[src/rtl/tlb_rand_pkg.sv]
`timescale 1ns/1ps
package tlb_rand_pkg;
    localparam int unsigned LCG_W  = 32;
    localparam int unsigned FOLD_W = 16;
    localparam logic [LCG_W-1:0] LCG_MUL = 32'd314159;
    localparam logic [LCG_W-1:0] LCG_INC = 32'd1;

    typedef enum logic [1:0] {
        ST_IDLE    = 2'd0,
        ST_ADVANCE = 2'd1,
        ST_REDUCE  = 2'd2,
        ST_DONE    = 2'd3
    } rnd_state_e;
endpackage

[src/rtl/tlb_rand_lcg.sv]
`timescale 1ns/1ps
module tlb_rand_lcg #(
    parameter int unsigned W = 32,
    parameter logic [W-1:0] MUL = '0,
    parameter logic [W-1:0] INC = '0
) (
    input  logic         clk,
    input  logic         rst,
    input  logic         step_i,
    output logic [W-1:0] state_o,
    output logic [W-1:0] next_o
);
    logic [W-1:0] state_q;

    always_comb begin
        next_o = state_q * MUL + INC;
    end

    always_ff @(posedge clk) begin
        if (rst) begin
            state_q <= '0;
        end else if (step_i) begin
            state_q <= next_o;
        end
    end

    assign state_o = state_q;
endmodule

[src/rtl/tlb_rand_divstep.sv]
`timescale 1ns/1ps
module tlb_rand_divstep #(
    parameter int unsigned DW = 6
) (
    input  logic [DW-1:0] part_i,
    input  logic          bit_i,
    input  logic [DW-1:0] divisor_i,
    output logic [DW-1:0] part_o
);
    logic [DW:0] trial;
    logic [DW:0] diff;

    always_comb begin
        trial = {part_i, bit_i};
        diff  = trial - {1'b0, divisor_i};
        if (trial >= {1'b0, divisor_i}) begin
            part_o = diff[DW-1:0];
        end else begin
            part_o = trial[DW-1:0];
        end
    end
endmodule

[src/rtl/tlb_rand_idx.sv]
`timescale 1ns/1ps
module tlb_rand_idx #(
    parameter int unsigned ENTRIES = 48
) (
    input  logic                               clk,
    input  logic                               rst,
    input  logic                               req_i,
    input  logic [$clog2(ENTRIES+1)-1:0]       wired_i,
    output logic [$clog2(ENTRIES)-1:0]         idx_o,
    output logic                               valid_o
);
    import tlb_rand_pkg::*;

    localparam int unsigned IDXW = $clog2(ENTRIES);
    localparam int unsigned WW   = $clog2(ENTRIES + 1);
    localparam int unsigned CW   = $clog2(FOLD_W);
    localparam logic [WW-1:0]   ENT_W    = WW'(ENTRIES);
    localparam logic [IDXW-1:0] LAST_IDX = IDXW'(ENTRIES - 1);
    localparam logic [CW-1:0]   LAST_CNT = CW'(FOLD_W - 1);

    rnd_state_e st_q, st_d;

    logic [WW-1:0]     wired_q;
    logic [WW-1:0]     divisor_q;
    logic [WW-1:0]     rem_q;
    logic [WW-1:0]     rem_nx;
    logic [FOLD_W-1:0] dividend_q;
    logic [CW-1:0]     cnt_q;
    logic [IDXW-1:0]   idx_q;
    logic [WW:0]       sum;
    logic [LCG_W-1:0]  lcg_q;
    logic [LCG_W-1:0]  lcg_nx;
    logic              accept;
    logic              no_range;

    assign accept   = req_i && (st_q == ST_IDLE || st_q == ST_DONE);
    assign no_range = (wired_q >= ENT_W);

    tlb_rand_lcg #(
        .W   (LCG_W),
        .MUL (LCG_MUL),
        .INC (LCG_INC)
    ) u_lcg (
        .clk     (clk),
        .rst     (rst),
        .step_i  (st_q == ST_ADVANCE),
        .state_o (lcg_q),
        .next_o  (lcg_nx)
    );

    tlb_rand_divstep #(
        .DW (WW)
    ) u_step (
        .part_i    (rem_q),
        .bit_i     (dividend_q[FOLD_W-1]),
        .divisor_i (divisor_q),
        .part_o    (rem_nx)
    );

    assign sum = {1'b0, rem_nx} + {1'b0, wired_q};

    // next-state logic
    always_comb begin
        st_d = st_q;
        unique case (st_q)
            ST_IDLE:    if (accept) st_d = ST_ADVANCE;
            ST_ADVANCE: st_d = no_range ? ST_DONE : ST_REDUCE;
            ST_REDUCE:  if (cnt_q == LAST_CNT) st_d = ST_DONE;
            ST_DONE:    if (accept) st_d = ST_ADVANCE;
            default:    st_d = ST_IDLE;
        endcase
    end

    // state register
    always_ff @(posedge clk) begin
        if (rst) begin
            st_q <= ST_IDLE;
        end else begin
            st_q <= st_d;
        end
    end

    // datapath registers
    always_ff @(posedge clk) begin
        if (rst) begin
            wired_q    <= '0;
            divisor_q  <= '0;
            rem_q      <= '0;
            dividend_q <= '0;
            cnt_q      <= '0;
            idx_q      <= '0;
        end else begin
            unique case (st_q)
                ST_IDLE, ST_DONE: begin
                    if (accept) wired_q <= wired_i;
                end
                ST_ADVANCE: begin
                    cnt_q      <= '0;
                    rem_q      <= '0;
                    dividend_q <= lcg_nx[LCG_W-1 -: FOLD_W];
                    divisor_q  <= ENT_W - wired_q;
                    if (no_range) idx_q <= LAST_IDX;
                end
                ST_REDUCE: begin
                    rem_q      <= rem_nx;
                    dividend_q <= dividend_q << 1;
                    cnt_q      <= cnt_q + 1'b1;
                    if (cnt_q == LAST_CNT) idx_q <= sum[IDXW-1:0];
                end
                default: ;
            endcase
        end
    end

    // outputs
    always_comb begin
        valid_o = (st_q == ST_DONE);
        idx_o   = idx_q;
    end
endmodule

[config.mk]
export PLATFORM = sky130hd
export DESIGN_NAME = tlb_rand_idx
export DESIGN_NICKNAME = d
export VERILOG_FILES = /design/src/rtl/tlb_rand_pkg.sv /design/src/rtl/tlb_rand_lcg.sv /design/src/rtl/tlb_rand_divstep.sv /design/src/rtl/tlb_rand_idx.sv
export SDC_FILE = /design/constraint.sdc
export NUM_CORES = 1
export LEC_CHECK = 0
export BUFFER_PORTS_ARGS = -buffer_cell sky130_fd_sc_hd__buf_2
export CORE_MARGIN = 4
export CORE_UTILIZATION = 55
export DETAILED_ROUTE_END_ITERATION = 8
export PLACE_DENSITY_LB_ADDON = 0.08
export SYNTH_ARGS = -nofsm -noshare
export SYNTH_HDL_FRONTEND = slang
export SYNTH_SLANG_ARGS = --single-unit
[constraint.sdc]
create_clock -name clk -period 13.1 [get_ports clk]
set_input_delay 0 -clock clk [delete_from_list [all_inputs] [get_ports clk]]
set_output_delay 0 -clock clk [all_outputs]
set_load 0.1 [all_outputs]
==> results of run 1 <==
cell usage after synthesis, types with 4 or more instances:
| cell type | n | area (um2) |
|---|---|---|
| nor4_1 | 6 | 37.5 |
| nand4_1 | 6 | 37.5 |
| a21oi_1 | 61 | 305 |
| xor2_1 | 19 | 166 |
| mux2i_1 | 22 | 220 |
| nand2_1 | 63 | 236 |
| dfxtp_1 | 78 | 1560 |
| a21o_1 | 10 | 75.1 |
| o21ai_2 | 4 | 35.0 |
| o311ai_0 | 4 | 35.0 |
| inv_1 | 410 | 1540 |
| a211oi_1 | 9 | 67.6 |
| nand2b_1 | 8 | 50.1 |
| nand3_1 | 24 | 120 |
| ha_1 | 162 | 2030 |
| o22ai_1 | 6 | 37.5 |
| nor3_1 | 16 | 80.1 |
| buf_1 | 4 | 15.0 |
| nor2_1 | 82 | 308 |
| o21bai_1 | 4 | 30.0 |
| fa_1 | 185 | 3700 |
| o21ai_0 | 24 | 120 |
| xnor2_1 | 37 | 324 |
| o211ai_1 | 6 | 45.0 |
| a31oi_1 | 14 | 87.6 |
| clkbuf_1 | 22 | 82.6 |
| and3_1 | 5 | 31.3 |
through the flow:
stage               cells   util  hold WS, ns  setup WS (ns)
floorplan            1371      -        0.148           7.71
global placement     1631  0.580        0.257           7.10
detailed placement   1631  0.580        0.260           7.06
CTS                  1657  0.599      0.00160           7.03
global route         1657  0.599       0.0214           6.67
finish               1657  0.599       0.0104           6.98
registers in the layout (all words and copies together) (netlist names):
name / cells
u_lcg.state_o: 32
rem_q: 6
cnt_q: 4
dividend_q: 16
st_q: 2
idx_o: 6
divisor_q: 6
wired_q: 6
logic make-up after synthesis:
logic type      after synthesis  synth area share
buf+inv                     449             0.145
compound gates              181             0.100
xor+xnor                     56            0.0406
fa+ha+maj                   347             0.474
flops                        78             0.129
mux                          22            0.0182
simple gates                238            0.0926
cells in the final DEF (no fill, tap or decap), types with 5 or more instances in the layout:
| master | instances |
|---|---|
| nand2b_1 | 8 |
| o21ai_0 | 24 |
| dlygate4sd3_1 | 10 |
| buf_2 | 15 |
| a211oi_1 | 9 |
| nor4_1 | 6 |
| nor2_1 | 82 |
| nor3_1 | 16 |
| xnor2_1 | 37 |
| clkbuf_16 | 9 |
| a21o_1 | 10 |
| fa_1 | 185 |
| ha_1 | 161 |
| buf_4 | 6 |
| dfxtp_1 | 78 |
| nand4_1 | 6 |
| a31oi_1 | 14 |
| nand3_1 | 24 |
| xor2_1 | 19 |
| a21oi_1 | 61 |
| nand2_1 | 63 |
| inv_1 | 410 |
| mux2i_1 | 22 |
| o211ai_1 | 6 |
| o22ai_1 | 6 |
| and3_1 | 5 |
how the worst min path moves through the flow:
stage / to / cells past startpoint
finish: wired_q[0] / 3
CTS: wired_q[0] / 3
detailed placement: wired_q[4] / 3
global route: wired_q[3] / 3
global placement: wired_q[4] / 3
floorplan: wired_q[3] / 2
area by class of cell:
class	count	area, um2
clock buffer	11	253
sequential	78	1560
clock inverter	5	41.3
timing repair buffer	31	220
multi-input combinational	844	8770
fill	1933	8540
inverter	413	1550
tap	275	344
metal layers:
metal	up-vias	routed length [um]
li1	4233	-
met1	4207	13500
met2	178	13000
met3	27	1380
met4	0	490
met5	-	0
critical path: cells and delay by family (launching register included):
kind	cells	cell delay [ns]
buffers and inverters	6	0.52
multiplexers	1	0.19
adder cells (fa/ha/maj)	7	3.33
AND/OR/NAND/NOR	5	1.10
flip-flops	1	0.54
AO/OA/AOI/OAI	2	0.28
==> impl_metrics.toml, run 1 <==
[cts]
root_buffer = "clkbuf_16"
cts.reportedPaths.clkPinSlew_ns = 0.07
cts-hold-fix-buffers = 10
cts_tree = "yes"
cts_resized = 0
htreeDepth = 3
insertion_delay_ns = 0.35
numCtsBuffers = 9
cts_setup_buffers = 0
cts_sinks = 78
cts_max_path_buffers = 2

[setup_path]
required_ns = 13.30
rr_worst_depth = 21
worstPathMaxFanout = 12
critPathLaunchType = "flip-flop"
ff2ff_setup_slack_ns = 6.98
arrival_ns = 6.32
reg2reg_from = "u_lcg.state_o[16]"
crit_slowest_cell = "fa_1"
r2r_end = "u_lcg.state_o[29]"
crit_start = "u_lcg.state_o[16]"
cp_slowest_stage_delay_ns = 0.59
crit_top_cell = "inv_1"
critPathCapture = "u_lcg.state_o[29]"
path_cells = "inv_1 -> fa_1 -> inv_1 -> ha_1 -> inv_1 -> fa_1 -> inv_1 -> fa_1 -> fa_1 -> inv_1 -> fa_1 -> inv_1 -> ha_1 -> nand4_1 -> nor4_1 -> and4b_1 -> nor3_4 -> o21ai_2 -> mux2i_1 -> and3_1 -> o22ai_1"
endpoint_kind = "flip-flop"
path_class = "reg2reg"

[finish]
fin_nets = 1733
synthToLayoutAreaGrowth_pct = 5.49
final_area_mm2 = 0.0127
drive_gt1_frac = 0.0470
diodes = 0

[global_route]
antenna_found_initial = 0
use_met2 = 0.398
use_met1 = 0.355
grt_max_degree = 75
grt_pass1_wl_um = 47100
grt_pass1_vias = 8953
busiest_layer = "met2"
grt_use_total = 0.246
grt_overflow_total = 0
met3_usage = 0.0398

[floorplanning]
fp.dieW_um = 156
initial_utilization = 0.568
row_count = 53
die-area_mm2 = 0.0244
ios = 16
coreArea_mm2 = 0.0213
die_h_um = 156

[sta]
post-route-period-util = 0.467
setup_viol = 0
rsz0062_at_grt = "no"
fin_skew_ns = 0.0105
tightest_slew_ns = 0.861
max_freq_ghz = 0.163
tns_ns = 0
finalMaxSlewViolations = 0
post-route-min-period_ns = 6.12
relSlewSlack = 0.426
final-hold-violation-count = 0

[synthesis]
syn_area_mm2 = 0.0121
ys_warn_count = 0
synth_top_flop_cell = "dfxtp_1"
syn_inst = 1371
synthArstFlopShare = 0
syn_nets = 1727
synth_seq_cells = 78
ys_seq_area_frac = 0.129
syn_area_per_cell_um2 = 8.81
synth.distinct_cells = 73
synth_edf_count = 0

[detailed_routing]
remaining_drc_errors = 0
via_count = 8645
ant_nets = 0
routedWlPerCell_um = 17.1
drt_iter0_markers = 496
drt-vias-per-instance = 5.22
drt_pass1_iterations = 5
drt-total-wl_um = 28400

[placement]
dp_hpwl_um = 23500
portBuffers = 15
gp_congestion = 0.978
placed_area_mm2 = 0.0124

[status]
status = "finished clean"

[worst_hold_path]
min-delay-path-class = "in2reg"
hp-start = "req_i"

[run]
drv_cap = 0
Power of run 1 is left out: the tool's default activity adds up to more than one toggle a clock period on the data nets, which glitch-free logic cannot reach.
==> run 2, diff against run 1 <==
==> constraint.sdc (replaced) <==
create_clock -name clk -period 6 [get_ports clk]
set_input_delay 0 -clock clk [delete_from_list [all_inputs] [get_ports clk]]
set_output_delay 0 -clock clk [all_outputs]
set_load 0.1 [all_outputs]
==> run 2 against run 1 <==
  * First-iteration DRC count is 6.0% lower
  * Sequential share of layout area is 0.28 points lower
  * Sequential cell count stayed put
  * Utilization is 1.6 points higher
  * Clock-buffer cell count is 2 lower
  * Register-to-register slack worse by 6.7 ns
  * Via count is 1.4% higher
  * Setup slack worse by 6.7 ns
  * Cell count is 2.2% higher
  * Cell area is 2.7% higher
  * Critical path type unchanged
  * Largest cell class unchanged
  * Highest routed layer unchanged
==> impl_metrics.toml, run 2 (synthesized netlist as in run 1, its figures left out) <==
[status]
status = "finished clean"

[placement]
gp_congestion = 0.919
dp.cells = 1656
portBuffers = 15
dp_hpwl_um = 24200
dp_worst_setup_slack_ns = 0.182

[floorplanning]
die-area_mm2 = 0.0244
die_h_um = 156
ios = 16
initial_utilization = 0.568
coreArea_mm2 = 0.0213
row_count = 53
fp.dieW_um = 156

[cts]
numCtsBuffers = 9
cts.reportedPaths.clkPinSlew_ns = 0.06
cts_tree = "yes"
htreeDepth = 3
insertion_delay_ns = 0.35
cts_max_path_buffers = 2
cts_sinks = 78
root_buffer = "clkbuf_16"

[finish]
final_common_cell = "inv_1"
fin_nets = 1770
largest_reg_flops = 32
drive_gt1_frac = 0.0782
synthToLayoutAreaGrowth_pct = 8.30
final_cell_mix = "inv_1, fa_1, ha_1"
diodes = 0
layout.cells.non_filler = 1694

[detailed_routing]
via_count = 8769
drt_iter0_markers = 466
ant_nets = 0
remaining_drc_errors = 0
drt_pass1_iterations = 5
drt-vias-per-instance = 5.18
routedWlPerCell_um = 17.0
drt-total-wl_um = 28800

[sta]
worst_hold_slack_ns = 0.0513
finalMaxSlewViolations = 0
fin_ws_ns = 0.244
fin_skew_ns = 0.00653
max_freq_ghz = 0.174
post-route-min-period_ns = 5.76
final-hold-violation-count = 0
post-route-period-util = 0.959
rsz0062_at_grt = "yes"
setup_viol = 0
tightest_slew_ns = 0.823
tns_ns = 0
relSlewSlack = 0.452

[setup_path]
ff2ff_setup_slack_ns = 0.24
crit_start = "u_lcg.state_o[7]"
arrival_ns = 6.03
endpoint_kind = "flip-flop"
reg2reg_from = "u_lcg.state_o[7]"
worstPathMaxFanout = 6
required_ns = 6.27
path_class = "reg2reg"
critPathLaunchType = "flip-flop"

[worst_hold_path]
min-delay-path-class = "in2reg"
hp-start = "req_i"

[global_route]
grt_max_degree = 41
grt_pass1_wl_um = 47600
grt_pass1_vias = 8940
antenna_found_initial = 0
grt_use_total = 0.249
grt_overflow_total = 0

[run]
drv_cap = 0
-- run 2: what timing repair did --
action,CTS,global route
endpoints found under the setup margin,0,17
setup buffers,0,10
hold buffers,12,0
resized for setup,0,11
hold endpoints to repair,6,0
-- run 2: worst paths after layout --
| check | cells after the start | end |
|---|---|---|
| min | 4 | st_q[1] |
| min reg2reg | 2 | idx_o[0] |
| max | 20 | dividend_q[9] |
| max reg2reg | 20 | dividend_q[9] |
-- run 2: stage by stage --
stage | instance area [um2] | util
6_report | 13100 | 0.615
3_3_place_gp | 12500 | 0.589
2_1_floorplan | 12100 | -
3_5_place_dp | 12500 | 0.589
5_1_grt | 13100 | 0.615
4_1_cts | 13000 | 0.610
-- run 2: cell type report --
| type | instances | area, um2 |
|---|---|---|
| clock buffers | 9 | 225 |
| clock inverters | 7 | 97.6 |
| fillers | 1909 | 8200 |
| inverters | 413 | 1570 |
| multi-input cells | 844 | 8780 |
| flip-flops and latches | 78 | 1570 |
| well taps | 275 | 344 |
| repair buffers | 68 | 503 |
-- run 2: critical path, stage by stage, from the launching register on --
cell      delay, ns
dfxtp_1        0.45
buf_4          0.23
ha_1           0.20
inv_1          0.07
fa_1           0.50
inv_1          0.05
fa_1           0.49
fa_1           0.50
fa_1           0.49
inv_1          0.05
fa_1           0.56
inv_1          0.07
ha_1           0.40
nand4_1        0.23
nor4_1         0.29
and4b_2        0.32
nor3_4         0.06
o21bai_1       0.17
xor2_1         0.28
a21oi_1        0.11
nor3_1         0.16
-- run 2: routing by layer --
metal	up-vias	GRT usage	wire length [um]
li1	4320	-	-
met1	4251	0.372	14000
met2	168	0.395	13200
met3	30	0.0329	1160
met4	0	0.0430	416
met5	-	0	0
Power of run 2 is left out for the same reason.
